===== config.mk =====
export PLATFORM = sky130hd
export DESIGN_NAME = seg_mux_driver
export DESIGN_NICKNAME = d
export VERILOG_FILES = /design/src/rtl/seg_mux_pkg.sv /design/src/rtl/seg_scan_ctrl.sv /design/src/rtl/seg_disp_path.sv /design/src/rtl/seg_mux_driver.sv
export SDC_FILE = /design/constraint.sdc
export NUM_CORES = 1
export LEC_CHECK = 0
export ABC_CLOCK_PERIOD_IN_PS = 1900
export BUFFER_PORTS_ARGS = -buffer_cell sky130_fd_sc_hd__buf_4
export CORE_ASPECT_RATIO = 0.6
export CORE_MARGIN = 1
export CORE_UTILIZATION = 30
export CTS_CLUSTER_DIAMETER = 30
export CTS_CLUSTER_SIZE = 40
export DETAILED_ROUTE_END_ITERATION = 10
export GPL_TIMING_DRIVEN = 0
export HOLD_SLACK_MARGIN = 0.05
export PLACE_DENSITY_LB_ADDON = 0.08
export SYNTH_ARGS = -nofsm -noshare
export SYNTH_HDL_FRONTEND = slang
export SYNTH_SLANG_ARGS = --single-unit

===== constraint.sdc =====
create_clock -name clk -period 1.9 [get_ports clk]
set_input_delay 0 -clock clk [delete_from_list [all_inputs] [get_ports clk]]
set_output_delay 0 -clock clk [all_outputs]
set_load 0.02 [all_outputs]

===== src/rtl/seg_mux_pkg.sv =====
package seg_mux_pkg;

  localparam int unsigned NUM_DIGITS = 4;
  localparam int unsigned BCD_BITS   = 4;
  localparam int unsigned FIELD_BITS = BCD_BITS + 1;
  localparam int unsigned DIN_BITS   = NUM_DIGITS * FIELD_BITS;
  localparam int unsigned SEG_BITS   = 8;
  localparam int unsigned SEL_BITS   = $clog2(NUM_DIGITS);

  // strobes from the scan control to the output datapath
  typedef struct packed {
    logic                blank;
    logic [SEL_BITS-1:0] sel;
  } scan_strobe_t;

  // active-high segment mask, bit 0 = a ... bit 6 = g
  function automatic logic [6:0] glyph_of(input logic [BCD_BITS-1:0] code);
    logic [6:0] m;
    case (code)
      4'd0:    m = 7'b0111111;
      4'd1:    m = 7'b0000110;
      4'd2:    m = 7'b1011011;
      4'd3:    m = 7'b1001111;
      4'd4:    m = 7'b1100110;
      4'd5:    m = 7'b1101101;
      4'd6:    m = 7'b1111101;
      4'd7:    m = 7'b0000111;
      4'd8:    m = 7'b1111111;
      4'd9:    m = 7'b1101111;
      default: m = 7'b0000000;
    endcase
    return m;
  endfunction

endpackage


===== src/rtl/seg_scan_ctrl.sv =====
module seg_scan_ctrl
  import seg_mux_pkg::*;
#(
  parameter int unsigned DWELL = 100000
) (
  input  logic         clk,
  input  logic         rst,
  input  logic         en,
  output scan_strobe_t strobe
);

  localparam int unsigned CNT_W = (DWELL > 2) ? $clog2(DWELL) : 1;
  localparam logic [CNT_W-1:0]    CNT_LAST = CNT_W'(DWELL - 1);
  localparam logic [SEL_BITS-1:0] SEL_LAST = SEL_BITS'(NUM_DIGITS - 1);

  logic [CNT_W-1:0]    dwellCnt;
  logic [SEL_BITS-1:0] digitIdx;
  logic                scanTick;

  assign scanTick = en && (dwellCnt == CNT_LAST);

  always_ff @(posedge clk) begin
    if (rst) begin
      dwellCnt <= '0;
      digitIdx <= '0;
    end else if (en) begin
      if (scanTick) begin
        dwellCnt <= '0;
        digitIdx <= (digitIdx == SEL_LAST) ? '0 : digitIdx + 1'b1;
      end else begin
        dwellCnt <= dwellCnt + 1'b1;
      end
    end
  end

  always_comb begin
    strobe.blank = !en;
    strobe.sel   = digitIdx;
  end

endmodule


===== src/rtl/seg_disp_path.sv =====
module seg_disp_path
  import seg_mux_pkg::*;
(
  input  logic                  clk,
  input  logic                  rst,
  input  logic [DIN_BITS-1:0]   din,
  input  scan_strobe_t          strobe,
  output logic [SEG_BITS-1:0]   segOut,
  output logic [NUM_DIGITS-1:0] anOut
);

  logic [BCD_BITS-1:0]   bcdField [NUM_DIGITS];
  logic                  dpField  [NUM_DIGITS];
  logic [BCD_BITS-1:0]   bcdSel;
  logic                  dpSel;
  logic [NUM_DIGITS-1:0] anNext;
  logic [SEG_BITS-1:0]   segNext;

  for (genvar k = 0; k < NUM_DIGITS; k++) begin : g_field
    assign bcdField[k] = din[k*FIELD_BITS +: BCD_BITS];
    assign dpField[k]  = din[k*FIELD_BITS + BCD_BITS];
  end

  always_comb begin
    bcdSel = bcdField[strobe.sel];
    dpSel  = dpField[strobe.sel];
    for (int k = 0; k < NUM_DIGITS; k++) begin
      anNext[k] = (strobe.sel != SEL_BITS'(k));
    end
    segNext = ~{dpSel, glyph_of(bcdSel)};
  end

  always_ff @(posedge clk) begin
    if (rst || strobe.blank) begin
      anOut  <= '1;
      segOut <= '1;
    end else begin
      anOut  <= anNext;
      segOut <= segNext;
    end
  end

endmodule


===== src/rtl/seg_mux_driver.sv =====
module seg_mux_driver
  import seg_mux_pkg::*;
#(
  parameter int unsigned DWELL = 100000
) (
  input  logic                  clk,
  input  logic                  rst,
  input  logic                  en,
  input  logic [DIN_BITS-1:0]   din,
  output logic [SEG_BITS-1:0]   segOut,
  output logic [NUM_DIGITS-1:0] anOut
);

  scan_strobe_t scanCtl;

  seg_scan_ctrl #(.DWELL(DWELL)) u_ctrl (
    .clk    (clk),
    .rst    (rst),
    .en     (en),
    .strobe (scanCtl)
  );

  seg_disp_path u_path (
    .clk    (clk),
    .rst    (rst),
    .din    (din),
    .strobe (scanCtl),
    .segOut (segOut),
    .anOut  (anOut)
  );

endmodule


Word-level counts from Yosys, hierarchy flattened
Memory sizes are Yosys's and may differ from the RTL's.
Cells that the tools add are included.
Widths: inputs -> output; s select.
{ "op_classes": {"n_addsub": 2, "magnitude_cmp": 1, "eq_ne": 5, "mux": 8, "bitwise": 2, "reduce_logical": 5} }
{ "ops": {"columns": ["cell", "count"], "rows": [
  ["$add 17x1->17 const B", 1],
  ["$eq 17x17->1 const B", 1],
  ["$mux 17", 1],
  ["$bmux 4 s2", 1],
  ["$mux 4", 2],
  ["$not 8->8", 1],
  ["$ne 2x2->1 const B", 2],
  ["$ge 3x3->1 const B", 1],
  ["$not 2->3", 1],
  ["$add 2x1->2 const B", 1],
  ["$bmux 1 s2", 1],
  ["$eq 2x2->1 const B", 1],
  ["$mux 1", 2],
  ["$mux 2", 1],
  ["$ne 2x1->1 const B", 1],
  ["$reduce_and 2->1", 1],
  ["$reduce_bool 2->1", 1],
  ["$logic_and 1x1->1", 1],
  ["$logic_not 1->1", 1],
  ["$logic_or 1x1->1", 1]
]} }
{ "word_totals": {"ff_bits": 31, "rom_bits": 112, "n_memories": 1} }
{ "mem_list": {"columns": ["name", "depth", "word_bits", "rd", "rd_ports_with_merged_regs", "write_ports", "line_no", "source"], "rows": [
  ["(no name shown)", 16, 7, 1, 0, 0, "seg_mux_pkg.sv:19", "case (code)"]
]} }

Depth between registers and ports, before layout
An unclocked memory read counts as a cell.
{ "depth": {"depth_word": 6, "mapped_depth": 7, "ltp_nobuf": 6} }

Cells and area by module
A second synthesis with hierarchy kept.
{ "hier_totals": {"hier_cells": 156, "area_unflattened_um2": 1516.5} }
{ "by_module_without_submodules": {"columns": ["mod", "instances", "cells_per_inst", "area_per_inst_um2", "seq_area_each_um2"], "rows": [
  ["seg_scan_ctrl", 1, 101, 875.8, 380.4],
  ["seg_disp_path", 1, 55, 640.6, 240.2]
]} }

Worst setup path before layout
Ideal clock, no wire load.
{ "synth_path": {"path_type": "reg-to-reg", "from": "register u_ctrl.digitIdx[0]", "to": "register u_path.segOut[3]", "setup_time_ns": 0.074, "arrival_time_ns": 1.605, "t_required_ns": 1.826, "setup_slack_ns": 0.220, "stages_incl_launch_ff": 8, "path_buffers": 1, "period_less_slack_ns": 1.680, "cell_sequence": "dfxtp_1 buf_6 mux4_2 inv_1 ha_1 inv_1 mux2i_1 o21ai_0"} }
{ "synth_between": {"elab_chain_len": 6} }
{ "synth_lines": {"columns": ["element", "line_no", "source"], "rows": [
  ["start, declared", "seg_scan_ctrl.sv:17", "logic [SEL_BITS-1:0] digitIdx;"],
  ["start signal, assigned", "seg_scan_ctrl.sv:29", "digitIdx <= (digitIdx == SEL_LAST) ? '0 : digitIdx + 1'b1;"],
  ["$not 2->3 (not written as such)", "seg_disp_path.sv:25", "bcdSel = bcdField[strobe.sel];"],
  ["$bmux 4 s2", "seg_disp_path.sv:25", null],
  ["$mux 4 (not written as such) (2 in a row)", "seg_disp_path.sv:25", null],
  ["$mem_v2 16x7", null, null],
  ["$not 8->8", "seg_disp_path.sv:30", "segNext = ~{dpSel, glyph_of(bcdSel)};"],
  ["end signal, assigned", "seg_disp_path.sv:39", "segOut <= segNext;"],
  ["end, declared", "seg_disp_path.sv:8", "output logic [SEG_BITS-1:0] segOut,"]
]} }
No other way between the ends. The select of a mux whose other input is x is not followed.
A chain may end at the register's enable or synchronous reset.

Worst setup path in the final report
Ends and elaborated chain as after synthesis.

==> flow_summary.json <==
{
  "dp_hpwl_um": 2530,
  "syn_nets": 191,
  "clk_pin_slew_ns": 0.06,
  "cp.required_ns": 2.10,
  "clockPowerShare_pct": 41.4,
  "critPathTopFamily": "multiplexers",
  "internal_power_mw": 1.06,
  "cp_slowest_stage_delay_ns": 0.56,
  "nFillCells": 458,
  "hp-class": "input port to flop",
  "antenna_cells": 0,
  "wl_per_cell_um": 12.4,
  "cts.sinks": 31,
  "r2r_start": "u_ctrl.digitIdx[0]",
  "timing.fmax_mhz": 560,
  "design_area_um2": 2000,
  "grt_max_degree": 11,
  "fin_skew_ns": 0.00578,
  "postRouteAntennaNets": 0,
  "coreArea_um2": 4710,
  "synthArstFlopShare_pct": 0,
  "placed_area_um2": 1850,
  "r2r_setup_slack_ns": 0.12,
  "swShare_pct": 21.7,
  "synth_most_common_cell": "dfxtp_1",
  "cp_num_cells": 7,
  "crit_path_top_delay_cell": "mux4_2",
  "dp_slack_ns": 0.0544,
  "leakagePower_nw": 0.801,
  "fin_ws_ns": 0.115,
  "status": "completed",
  "synth_edf_count": 0,
  "tns_ns": 0,
  "ys_seq_area_share_pct": 40.8,
  "die_y_um": 57.1,
  "cp.arrival_ns": 1.98,
  "maxCapViolCount": 0,
  "post-route-drc-count": 0,
  "ys_top_cells_by_area": "dfxtp_1 (41%), ha_1 (8.2%), mux4_2 (7.4%)",
  "vdd_drop_max_mv": 0.380,
  "routed_via_density": 4.75,
  "port_buffers": 34,
  "relSlewSlack_pct": 68.2,
  "pwr-share-seq_pct": 49.2,
  "ctsHtreeMaxLevel": 2,
  "drive_above_1_share_pct": 29.4,
  "crit_type": "flop to flop",
  "setup_viol": 0,
  "drt_first_pass_iters": 4,
  "synth_top_area_share_pct": 40.8,
  "yosysWarnings": 0,
  "yosys.area.top_type": "dfxtp_1",
  "die_area_um2": 5370,
  "layout.cells.non_filler": 267,
  "final_core_util_pct": 42.5,
  "syn_area_um2": 1520,
  "path_cells": "buf_6, mux4_2, inv_1, ha_1, inv_1, mux2i_1, o21ai_0",
  "end_kind": "flop",
  "finalNetCount": 236,
  "cp-endpoint": "u_path.segOut[3]",
  "start_util_pct": 32.3,
  "ys_seq_elements": 31,
  "clock_latency_ns": 0.27,
  "fin_hold_ws_ns": 0.112,
  "yosys.cell_types.count": 38,
  "cts_buffers": 5,
  "globalplace.congestion": 0.752,
  "worstRegToRegCells": 7,
  "cts_tree": "built",
  "finalCritPeriodShare_pct": 93.9,
  "drv_slew": 0,
  "clockBufferDepth": 2,
  "worst-path-buf-inv": 3,
  "first_global_vias": 1209,
  "grt_pass1_wl_um": 5570,
  "ys.flop_type": "dfxtp_1",
  "synth_commonest_cells": "dfxtp_1 (31), nand2_1 (13), a21oi_1 (11), nor2_1 (11)",
  "vias": 1269,
  "postRouteWirelength_um": 3310,
  "syn_area_per_cell_um2": 9.62,
  "min_period_ns": 1.78,
  "total_power_mw": 1.36,
  "cp-startpoint": "u_ctrl.digitIdx[0]",
  "ios": 35,
  "p_sw_mw": 0.294,
  "p_comb_share_pct": 9.4,
  "antenna_found_initial": 0,
  "rsz0062_at_grt": "no",
  "drt_first_iter_violations": 53,
  "grt_overflow_total": 0,
  "path_max_fanout": 8,
  "power_density_nw_per_um2": 679,
  "syn2layout_area_growth_pct": 31.6,
  "synthCells": 158,
  "place_inst": 255,
  "path_common_cell": "inv_1",
  "critPathLaunchType": "flop",
  "worst_pin_slew_ns": 0.476,
  "rr_endpoint": "u_path.segOut[3]",
  "hold_violations": 0,
  "die_width_um": 93.9,
  "grt_usage_pct": 13.4,
  "placementRows": 19,
  "clockRootBuffer": "clkbuf_8"
}
-- cell type report --
type / count / area (µm²) / area share [%]
clock buffer: 8 / 100 / 5.00
timing repair buffer: 38 / 290 / 14.5
buffer: 6 / 37.5 / 1.88
tap: 63 / 78.8 / 3.94
sequential: 31 / 622 / 31.1
multi-input combinational: 114 / 846 / 42.3
inverter: 7 / 26.3 / 1.31
-- routing by layer --
layer  up-vias  share of wire [%]  wire length [µm]  global-route usage, %
li1        647                  -                 -                      -
met1       596                 54              1790                   20.1
met2        24                 41              1360                   19.0
met3         2                4.5               148                   3.60
met4         0               0.51                17                   3.30
met5         -                  0                 0                      0
-- power by group through the flow --
stage               clock [mW]  sequential (mW)  combinational (mW)
CTS                      0.579            0.668               0.125
finish                   0.562            0.668               0.128
global placement             0            0.682               0.119
floorplan                    0            0.693              0.0471
global route             0.622            0.669               0.139
detailed placement           0            0.683               0.122
-- worst min path at each step --
stage	from	end	slack (ns)	cells after the start
after floorplan	rst	u_ctrl.digitIdx[0]	0.07	1
after CTS	din[4]	u_path.segOut[7]	0.10	3
after global placement	rst	u_ctrl.digitIdx[0]	0.22	2
after detailed placement	rst	u_ctrl.dwellCnt[1]	0.22	2
after global routing	din[4]	u_path.segOut[7]	0.10	3
final	din[4]	u_path.segOut[7]	0.11	3
-- logic make-up after synthesis --
| group | share of synthesized area (%) |
|---|---|
| flops | 40.8 |
| mux | 8.72 |
| compound gates | 11.4 |
| xor+xnor | 5.19 |
| simple gates | 21.5 |
| buf+inv | 4.12 |
| fa+ha+maj | 8.23 |
-- registers in the layout, indices dropped and copies added (netlist names) --
name             flops
u_ctrl.digitIdx      2
u_ctrl.dwellCnt     17
u_path.anOut         4
u_path.segOut        8
-- timing repair --
action,CTS,global route
resized for setup,0,6
endpoints found under the hold margin,5,0
hold buffers,2,0
setup buffers,0,2
setup endpoints to repair,0,16
-- worst reg2reg max path: stages, from the launching register on --
cell	delay, ns
dfxtp_2	0.35
buf_6	0.15
mux4_2	0.56
inv_1	0.13
ha_1	0.25
inv_1	0.06
mux2i_1	0.06
o21ai_0	0.14
-- layout by cell type (no fill, tap or decap), types with 2 or more instances in the layout --
master / instances
a21oi_1: 11
and2_1: 3
and4_1: 3
buf_2: 2
buf_4: 37
clkbuf_1: 2
clkbuf_8: 7
dfxtp_1: 30
dlygate4sd3_1: 2
ha_1: 10
inv_1: 7
mux2i_1: 2
mux4_2: 5
nand2_1: 13
nand2b_1: 4
nand3_1: 3
nand4_1: 6
nor2_1: 11
o211ai_1: 2
o21ai_0: 9
o31ai_1: 2
or3_1: 3
or4_1: 3
xnor2_1: 2
xor2_1: 7
Note: power is estimated with default switching activity, not from simulation.
